$ cat src/rtl/dbus_pkg.sv
package dbus_pkg;

    typedef enum logic [2:0] {
        PH_IDLE = 3'd0,
        PH_PSET = 3'd1,
        PH_PACT = 3'd2,
        PH_PREC = 3'd3,
        PH_DACT = 3'd4,
        PH_DREC = 3'd5
    } phase_e;

endpackage

$ cat src/rtl/dbus_tsel.sv
// Picks the timing count of the phase being entered and returns it minus one,
// with a zero count clamped to a single clock.
module dbus_tsel
    import dbus_pkg::*;
#(
    parameter int TW = 8
) (
    input  phase_e          ph,
    input  logic [TW-1:0]   t_pset,
    input  logic [TW-1:0]   t_pact,
    input  logic [TW-1:0]   t_prec,
    input  logic [TW-1:0]   t_dact,
    input  logic [TW-1:0]   t_drec,
    output logic [TW-1:0]   load
);
    logic [TW-1:0] sel;

    always_comb begin
        unique case (ph)
            PH_PSET: sel = t_pset;
            PH_PACT: sel = t_pact;
            PH_PREC: sel = t_prec;
            PH_DACT: sel = t_dact;
            PH_DREC: sel = t_drec;
            default: sel = '0;
        endcase
        load = (sel == '0) ? '0 : sel - 1'b1;
    end
endmodule

$ cat src/rtl/dbus_words.sv
// Remaining burst word count and latched burst direction.
module dbus_words #(
    parameter int LW = 16
) (
    input  logic          clk,
    input  logic          rst_n,
    input  logic          load,
    input  logic [LW-1:0] len,
    input  logic          dir_in,
    input  logic          dec,
    output logic [LW-1:0] rem,
    output logic          dir
);
    logic [LW-1:0] rem_d, rem_q;
    logic          dir_d, dir_q;

    always_comb begin
        rem_d = rem_q;
        dir_d = dir_q;
        if (load) begin
            rem_d = len;
            dir_d = dir_in;
        end else if (dec && rem_q != '0) begin
            rem_d = rem_q - 1'b1;
        end
    end

    always_ff @(posedge clk or negedge rst_n) begin
        if (!rst_n) begin
            rem_q <= '0;
            dir_q <= 1'b0;
        end else begin
            rem_q <= rem_d;
            dir_q <= dir_d;
        end
    end

    assign rem = rem_q;
    assign dir = dir_q;
endmodule

$ cat src/rtl/dbus_seq.sv
module dbus_seq
    import dbus_pkg::*;
#(
    parameter int DW = 16,
    parameter int AW = 3,
    parameter int TW = 8,
    parameter int LW = 16
) (
    input  logic          clk,
    input  logic          rst_n,
    input  logic [TW-1:0] cfg_pio_setup,
    input  logic [TW-1:0] cfg_pio_active,
    input  logic [TW-1:0] cfg_pio_recov,
    input  logic [TW-1:0] cfg_dma_active,
    input  logic [TW-1:0] cfg_dma_recov,
    input  logic          pio_req,
    input  logic          pio_we,
    input  logic [AW-1:0] pio_addr,
    input  logic [DW-1:0] pio_wdata,
    output logic          pio_ready,
    output logic          pio_done,
    output logic [DW-1:0] pio_rdata,
    input  logic          dma_start,
    input  logic          dma_to_disk,
    input  logic [LW-1:0] dma_len,
    output logic          dma_busy,
    input  logic [DW-1:0] buf_rd_data,
    output logic          buf_pop,
    output logic          buf_push,
    output logic [DW-1:0] buf_wdata,
    output logic          bus_cs,
    output logic          bus_dack,
    output logic [AW-1:0] bus_addr,
    output logic          bus_rd,
    output logic          bus_wr,
    output logic [DW-1:0] bus_dout,
    input  logic [DW-1:0] bus_din
);
    typedef struct packed {
        phase_e        ph;
        logic [TW-1:0] cnt;
        logic          we;
        logic [AW-1:0] addr;
        logic [DW-1:0] wdata;
        logic [DW-1:0] rdata;
        logic          done;
    } st_t;

    st_t           st_d, st_q;
    phase_e        ph_nxt;
    logic [TW-1:0] load_val;
    logic [LW-1:0] rem;
    logic          dir_q;
    logic          last, in_pio, in_dma, busy_int, start_ok, word_dec;

    assign last     = (st_q.cnt == '0);
    assign in_pio   = (st_q.ph == PH_PSET) || (st_q.ph == PH_PACT) || (st_q.ph == PH_PREC);
    assign in_dma   = (st_q.ph == PH_DACT) || (st_q.ph == PH_DREC);
    assign busy_int = (rem != '0) || in_dma;
    assign start_ok = dma_start && (dma_len != '0) && !busy_int;
    assign word_dec = (st_q.ph == PH_DACT) && last;

    dbus_words #(.LW(LW)) u_words (
        .clk    (clk),
        .rst_n  (rst_n),
        .load   (start_ok),
        .len    (dma_len),
        .dir_in (dma_to_disk),
        .dec    (word_dec),
        .rem    (rem),
        .dir    (dir_q)
    );

    // Phase selection; host access wins only at a word boundary.
    always_comb begin
        unique case (st_q.ph)
            PH_IDLE: ph_nxt = pio_req ? PH_PSET :
                              ((start_ok || rem != '0) ? PH_DACT : PH_IDLE);
            PH_PSET: ph_nxt = last ? PH_PACT : PH_PSET;
            PH_PACT: ph_nxt = last ? PH_PREC : PH_PACT;
            PH_PREC: ph_nxt = last ? ((rem != '0) ? PH_DACT : PH_IDLE) : PH_PREC;
            PH_DACT: ph_nxt = last ? PH_DREC : PH_DACT;
            PH_DREC: ph_nxt = !last ? PH_DREC :
                              (rem == '0) ? PH_IDLE :
                              (pio_req ? PH_PSET : PH_DACT);
            default: ph_nxt = PH_IDLE;
        endcase
    end

    dbus_tsel #(.TW(TW)) u_tsel (
        .ph     (ph_nxt),
        .t_pset (cfg_pio_setup),
        .t_pact (cfg_pio_active),
        .t_prec (cfg_pio_recov),
        .t_dact (cfg_dma_active),
        .t_drec (cfg_dma_recov),
        .load   (load_val)
    );

    always_comb begin
        st_d      = st_q;
        st_d.ph   = ph_nxt;
        st_d.done = 1'b0;
        st_d.cnt  = (last || st_q.ph == PH_IDLE) ? load_val : st_q.cnt - 1'b1;
        if (ph_nxt == PH_PSET && st_q.ph != PH_PSET) begin
            st_d.we    = pio_we;
            st_d.addr  = pio_addr;
            st_d.wdata = pio_wdata;
        end
        if (st_q.ph == PH_PACT && last) begin
            st_d.done = 1'b1;
            if (!st_q.we) st_d.rdata = bus_din;
        end
    end

    always_ff @(posedge clk or negedge rst_n) begin
        if (!rst_n) begin
            st_q <= '{ph: PH_IDLE, cnt: '0, we: 1'b0, addr: '0,
                      wdata: '0, rdata: '0, done: 1'b0};
        end else begin
            st_q <= st_d;
        end
    end

    assign pio_ready = !((st_q.ph == PH_PSET) || (st_q.ph == PH_PACT));
    assign pio_done  = st_q.done;
    assign pio_rdata = st_q.rdata;
    assign dma_busy  = busy_int;
    assign bus_cs    = in_pio;
    assign bus_dack  = in_dma;
    assign bus_addr  = in_pio ? st_q.addr : '0;
    assign bus_rd    = ((st_q.ph == PH_PACT) && !st_q.we) || ((st_q.ph == PH_DACT) && !dir_q);
    assign bus_wr    = ((st_q.ph == PH_PACT) &&  st_q.we) || ((st_q.ph == PH_DACT) &&  dir_q);
    assign bus_dout  = ((st_q.ph == PH_PACT) && st_q.we) ? st_q.wdata :
                       ((st_q.ph == PH_DACT) && dir_q)   ? buf_rd_data : '0;
    assign buf_pop   = word_dec && dir_q;
    assign buf_push  = word_dec && !dir_q;
    assign buf_wdata = bus_din;
endmodule

$ cat config.mk
export PLATFORM = sky130hd
export DESIGN_NAME = dbus_seq
export DESIGN_NICKNAME = d
export VERILOG_FILES = /design/src/rtl/dbus_pkg.sv /design/src/rtl/dbus_tsel.sv /design/src/rtl/dbus_words.sv /design/src/rtl/dbus_seq.sv
export SDC_FILE = /design/constraint.sdc
export NUM_CORES = 1
export LEC_CHECK = 0
export ABC_AREA = 1
export BUFFER_PORTS_ARGS = -buffer_cell sky130_fd_sc_hd__buf_2
export CAP_MARGIN = 20
export CELL_PAD_IN_SITES_DETAIL_PLACEMENT = 1
export CELL_PAD_IN_SITES_GLOBAL_PLACEMENT = 1
export CORE_MARGIN = 4
export CORE_UTILIZATION = 38
export DETAILED_ROUTE_END_ITERATION = 8
export PLACE_DENSITY_LB_ADDON = 0.1
export SYNTH_ARGS = -nofsm -noshare
export SYNTH_HDL_FRONTEND = slang
export SYNTH_SLANG_ARGS = --single-unit
$ cat constraint.sdc
create_clock -name clk -period 4.2 [get_ports clk]
set_input_delay 0.42 -clock clk [delete_from_list [all_inputs] [get_ports clk]]
set_output_delay 0.42 -clock clk [all_outputs]
set_load 0.1 [all_outputs]
Word-level counts from Yosys, hierarchy flattened
Cells that the tools add are included. W data, S select, Z words.

Register bits: 65. Bits in latches: 0. RAM bits: 0. Bits in read-only memories: 0. Output and inout bits: 60. Logic and storage cells: 76. Memories kept: 0.

Add/subtract/negate cells: 3. $mul: 0. Div/mod/pow operators: 0. $lt $le $gt $ge: 0. Equality and inequality tests: 11. Shift-type cells: 0. Multiplexer cells: 20. Bitwise operators: 1. Reduce and logical (&&, ||, !) cells: 32.

Operator list (count): $mux W16 (4); $pmux W8 S5 (1); $reduce_bool A16 Y1 (2); $mux W3 (8); $pmux W3 S6 (1); $logic_not A16 Y1 (1); $logic_not A8 Y1 (2); $mux W8 (2); $sub A16 B1 Y16 const B (1); $sub A8 B1 Y8 const B (2); $eq A3 B2 Y1 const B (4); $eq A3 B3 Y1 const B (4); $logic_and A1 B1 Y1 (12); $logic_or A1 B1 Y1 (8); $eq A3 B1 Y1 const B (2); $logic_not A1 Y1 (4); $logic_not A3 Y1 (1); $mux W1 (3); $ne A3 B1 Y1 const B (1); $mux W2 (1); $reduce_and A2 Y1 (1); $reduce_bool A2 Y1 (1); $not A1 Y1 (1).

Logic depth before layout (Yosys ltp)
Depth after elaboration: 14. Gate-level depth with buffers: 20. Mapped depth without buffers: 20.

Cells and area by module
A second synthesis with hierarchy kept.

Cells, all modules: 675. Area total of the unflattened synthesis: 4774.6 µm².

Modules (own cells, without submodules): dbus_seq (times used 1, cells each 359, area each 2871.5 µm², sequential area each 1201.2 µm²); dbus_words (times used 1, cells each 182, area each 1224.9 µm², sequential area each 425.4 µm²); dbus_tsel (times used 1, cells each 134, area each 678.2 µm², sequential area each 0.0 µm²).

Worst setup path before layout
OpenSTA, ideal clock, no wires.

Path type: reg2out. Start point: reg st_q[37] (netlist name). End point: out buf_push. Arrival time: 2.874 ns. Setup slack: 0.906 ns. Cell stages (with the launch flop): 7. Buffers on the path: 0. Cells stage by stage: dfrtp_1 -> inv_1 -> ha_1 -> nand2_2 -> inv_2 -> nand2_4 -> nor3_1.

Cells in the longest elaborated chain, start to end: 3.

RTL lines: from (decl) (RTL line dbus_seq.sv:49) `st_t st_d, st_q;`; from (signal assigned) (RTL line dbus_seq.sv:118) `st_q <= '{ph: PH_IDLE, cnt: '0, we: 1'b0, addr: '0,`; from (signal assigned) (RTL line dbus_seq.sv:121) `st_q <= st_d;`; $logic_not A8 Y1 (RTL line dbus_seq.sv:56) `assign last = (st_q.cnt == '0);`; $logic_and A1 B1 Y1 (RTL line dbus_seq.sv:61) `assign word_dec = (st_q.ph == PH_DACT) && last;`; $logic_and A1 B1 Y1 (RTL line dbus_seq.sv:137) `assign buf_push = word_dec && !dir_q;`; to (decl) (RTL line dbus_seq.sv:29) `output logic buf_push,`.

Every way passes these cells.

Final worst setup path
Start point: reg u_words.rem_q[0], in the netlist u_words.rem[0]. End point: reg st_q[23] (netlist name).

Cells in the longest elaborated chain, start to end: 10. Elaborated cells between the ends (all ways): 15. Classes of those cells: eq/ne (1); mux (7); reduce/logical (7).

RTL lines: from (decl) (RTL line dbus_words.sv:14) `logic [LW-1:0] rem_d, rem_q;`; from (signal assigned) (RTL line dbus_words.sv:33) `rem_q <= rem_d;`; $reduce_bool A16 Y1 (RTL line dbus_seq.sv:59, dbus_seq.sv:78, dbus_seq.sv:81); $logic_or A1 B1 Y1 (RTL line dbus_seq.sv:59) `assign busy_int = (rem != '0) || in_dma;`; $logic_not A1 Y1 (RTL line dbus_seq.sv:60) `assign start_ok = dma_start && (dma_len != '0) && !busy_int;`; $logic_and A1 B1 Y1 (RTL line dbus_seq.sv:60); $logic_or A1 B1 Y1 (RTL line dbus_seq.sv:78) `((start_ok || rem != '0) ? PH_DACT : PH_IDLE);`; $mux W3 (RTL line dbus_seq.sv:78); $mux W3 (RTL line dbus_seq.sv:77) `PH_IDLE: ph_nxt = pio_req ? PH_PSET :`; $pmux W3 S6 (*) (RTL line dbus_seq.sv:76) `unique case (st_q.ph)`; $eq A3 B1 Y1 (*) (RTL line dbus_seq.sv:105) `if (ph_nxt == PH_PSET && st_q.ph != PH_PSET) begin`; $logic_and A1 B1 Y1 (*) (RTL line dbus_seq.sv:105).

Every way passes the cells marked *; elsewhere a longest branch is shown, timed or not. A chain may end at the register's enable or synchronous reset.

==> results by stage <==
Status:
- The flow ran to the end, and the final reports show no timing, DRC or antenna violations.

Pwr:
- The worst supply voltage drop on vdd is 373.3 uV.
- The switching power of the nets is 2.124 mW.
- The leakage dissipation is 2.885 nW.
- The share of total power dissipated in sequential elements is 24.7%.
- The design internal power is 2.211 mW.
- The switching part of the total power is 48.99%.
- The clock network accounts for 20.3% of the total power.
- Combinational cells account for 55.0% of the total power.
- The ratio of total power to cell area is 779.0 nW/um^2.

Clocking:
- The worst-skew pair later-pin latency is 0.33 ns.
- The buffers inserted during post-CTS setup optimization is 0.
- For this design, the CTS-stage hold fixing added 0 buffers.
- The maximum clock path buffer count is 2.
- The CTS clock-pin slew for the worst setup and hold paths is 0.06 ns.
- In this run, CTS created clock tree buffers numbering 9.
- The TritonCTS sink count is 65.
- TritonCTS built the clock tree.
- Gates resized during post-CTS repair numbered 0.
- The cell at the root of the clock tree is sky130_fd_sc_hd__clkbuf_16.
- The clock tree synthesis step divided the H-tree into 3 levels.

Logic synthesis:
- The portion of the post-synthesis area used by sequential elements is 36.31%.
- When the netlist entered floorplanning its net count stood at 673.
- A synthesized cell averages 8.071 um^2.
- The predominant post-synthesis flop cell is sky130_fd_sc_hd__dfrtp_1.
- Counting flops with a built-in enable in the synthesized netlist gives 0.
- Synthesis inferred 65 register bits.
- After synthesis, the netlist uses 43 different library cells.
- The number of instances in the synthesized netlist is 555.
- The fraction of synthesis flops using an asynchronous set or reset pin is 100.0%.
- The mapped cell area is 4479 um^2.
- The Yosys warning count is 0.

Drt:
- After detailed routing, the average wire length per cell comes to 16.27 um.
- The via count of the routed design is 4232.
- The first TritonRoute pass finished after 4 iterations.
- Dividing the detail-routed via count by the number of cells gives 5.032.
- The number of remaining DRC errors is 0.
- The starting DRC count in detailed routing is 153.
- The count of nets left with antenna violations once routing finished came out at 0.
- The routed wire length is 13680 um.

Floorplan:
- For this configuration, the core starts out at a cell density of 39.06%.
- The die is 116.6 um wide.
- The die is 116.6 um tall.
- The count of standard-cell rows is 39.
- The floorplan step defined a core boundary enclosing 11470 um^2.
- The I/O pin count is 173.
- The floorplan step defined a die boundary enclosing 13590 um^2.

GRT:
- Global routing used 20.61% of the available tracks across all layers.
- The via count of the first global-routing pass is 4656.
- The total overflow reported by the global router is 0.
- The number of antenna violations at the first check in global routing is 0.
- The largest net degree at the start of global routing is 40.
- The first global-routing pass estimated 22280 um of wire.

STA:
- The final-report max-slew violation count is 0.
- The worst path uses 72.89% of the clock period.
- The setup-violating endpoint count in the final report is 0.
- Hold timing on the final database bottoms out at a slack of 0.1228 ns.
- Across the routed clock network, the largest skew measured is 0.004511 ns.
- The final critical-path setup slack is 1.139 ns.
- The clock period could shrink to 3.061 ns.
- Setup repair after global routing left no endpoint under its margin.
- The maximum achievable frequency is 0.3266 GHz.
- The number of hold violations in the final report is 0.
- For the pin with the worst max-slew slack, the measured transition is 0.8731 ns.
- The accumulated negative setup slack is 0 ns.
- In this run the tightest slew margin relative to its limit is 41.65%.

Finish:
- The number of fillers in the final layout is 1478.
- Summing all flip-flop and latch instances after layout gives 1627 um^2.
- The final net count is 811.
- Summing all multi-input logic gate instances after layout gives 2347 um^2.
- Cells with a size suffix above 1 make up 40.40% of the layout.
- The repair_antennas step left the layout with diodes totalling 0.
- Compared with the post-synthesis result, the final layout area differs by 24.25%.

Worst setup path:
- The highest fanout seen on the critical path is 20.
- The critical path goes through inv_1 > ha_1 > nand2_2 > nor2_2 > nand2_2 > nand2_1 > nand2_2 > a21oi_4 > nand2_4 > nor2_4 > nand2_1 > mux2_2.
- The worst setup path is of the register to register kind.
- At the worst endpoint, the required time is 4.41 ns.
- Measured in cells, the most critical reg-to-reg path has a length of 12.
- The endpoint identified for the worst register-to-register timing path is st_q[23]$_DFFE_PN0P_.
- The delay of the slowest cell on the worst path is 0.57 ns.
- The number of buffers and inverters on the critical path is 1.
- The setup slack of the worst register-to-register path is 1.14 ns.
- STA classifies the critical path endpoint as a register.
- The startpoint of the most critical register-to-register path is u_words.rem[0]$_DFFE_PN0P_.
- The slowest stage cell on the critical path is sky130_fd_sc_hd__nand2_1.
- The worst setup path is launched from a register.
- The cell repeated most along the worst path is sky130_fd_sc_hd__nand2_2.
- Data on the critical path arrives at its endpoint at 3.27 ns.
- The kind of cell with the highest combined delay along the critical path is simple AND/OR/NAND/NOR gates.

Placement:
- OpenSTA, run right after detailed placement, puts the worst setup slack at 1.149 ns.
- Buffers placed on the I/O ports in this run total 172.
- The congestion estimate from routability-driven global placement came to 0.8603.
- Summed over all nets, the half-perimeter wirelength after detailed placement is 10720 um.

Flow run:
- The tool flagged a number of max-cap violations equal to 0.

Worst hold path:
- The class of the worst hold path is input pin to async pin.
## state kept, by name (all words and copies together) (netlist names)
register,cells
st_q,31
pio_rdata,16
pio_done,1
u_words.rem,16
u_words.dir,1
## synthesized netlist by cell type (all sizes together), types with 2 or more instances
master  instances  area, um^2
nand2         119       536.8
nor2           88       432.9
nand3          67       362.9
dfrtp          65        1627
inv            46       175.2
buf            40       300.3
mux2           36       405.4
o21ai          21       108.9
xor2           11       96.34
a21oi           9       60.06
clkbuf          8       30.03
o22ai           7       43.79
nor3            6       30.03
ha              5       62.56
a21boi          4       30.03
nand4           4       25.02
nor3b           4       35.03
a211oi          3       22.52
a22oi           3       22.52
nand3b          2       15.01
## layout make-up
| cell class | instances | share of cell area, % |
|---|---|---|
| multi-input combinational | 396 | 42.18 |
| tap | 143 | 3.215 |
| sequential | 65 | 29.23 |
| clock inverter | 6 | 2.068 |
| clock buffer | 10 | 4.294 |
| inverter | 46 | 3.147 |
| timing repair buffer | 175 | 15.87 |
## cells in the final DEF, fill, tap and decap left out, drive strengths merged, types with 5 or more instances in the layout
master / n
ha: 5
o22ai: 7
nand3: 67
xor2: 11
nand2: 119
buf: 175
o21ai: 21
nor3: 6
nor2: 88
clkbuf: 10
dfrtp: 65
inv: 46
a21oi: 9
mux2: 36
## layer usage
metal  GRT usage (%)  share of wire, %  up-vias
li1                -                 -     2065
met1           23.27                39     2060
met2           39.17                54       91
met3           3.886               4.8       16
met4           6.040               1.4        0
met5               0                 0        -
## kinds of logic after synthesis
logic type	after synthesis	synth area share [%]
adder cells (fa/ha/maj)	5	1.397
XOR/XNOR	12	2.346
AO/OA/AOI/OAI	51	7.235
buffers and inverters	94	11.29
multiplexers	36	9.050
flip-flops	65	36.31
AND/OR/NAND/NOR	292	32.37
## worst max-delay path by stage
stage / from / end / slack [ns] / cells after the start
floorplan: st_q[37]$_DFF_PN0_ / buf_push / 0.91 / 6
global placement: u_words.rem[0]$_DFFE_PN0P_ / st_q[42]$_DFF_PN0_ / 1.35 / 19
detailed placement: u_words.rem[0]$_DFFE_PN0P_ / st_q[23]$_DFFE_PN0P_ / 1.15 / 12
CTS: u_words.rem[0]$_DFFE_PN0P_ / st_q[23]$_DFFE_PN0P_ / 1.11 / 12
global route: u_words.rem[0]$_DFFE_PN0P_ / st_q[43]$_DFF_PN0_ / 0.76 / 19
finish: u_words.rem[0]$_DFFE_PN0P_ / st_q[23]$_DFFE_PN0P_ / 1.14 / 12
## through the flow
step | utilization, % | cell area [um^2] | cells | power [mW]
global route | 48.53 | 5565 | 841 | 4.668
finish | 48.53 | 5565 | 841 | 4.335
floorplan | - | 4479 | 555 | 3.014
detailed placement | 45.44 | 5211 | 825 | 3.471
global placement | 45.44 | 5211 | 825 | 3.372
CTS | 48.53 | 5565 | 841 | 4.380
## power groups by stage
stage                     registers, mW  clock network, mW  logic (mW)
after floorplan                   0.988                  0        2.03
after global placement             1.06                  0        2.32
after detailed placement           1.07                  0        2.40
after CTS                          1.07              0.896        2.42
after global routing               1.10              0.932        2.64
final                              1.07              0.881        2.38
(Power assumes the default switching activity.)
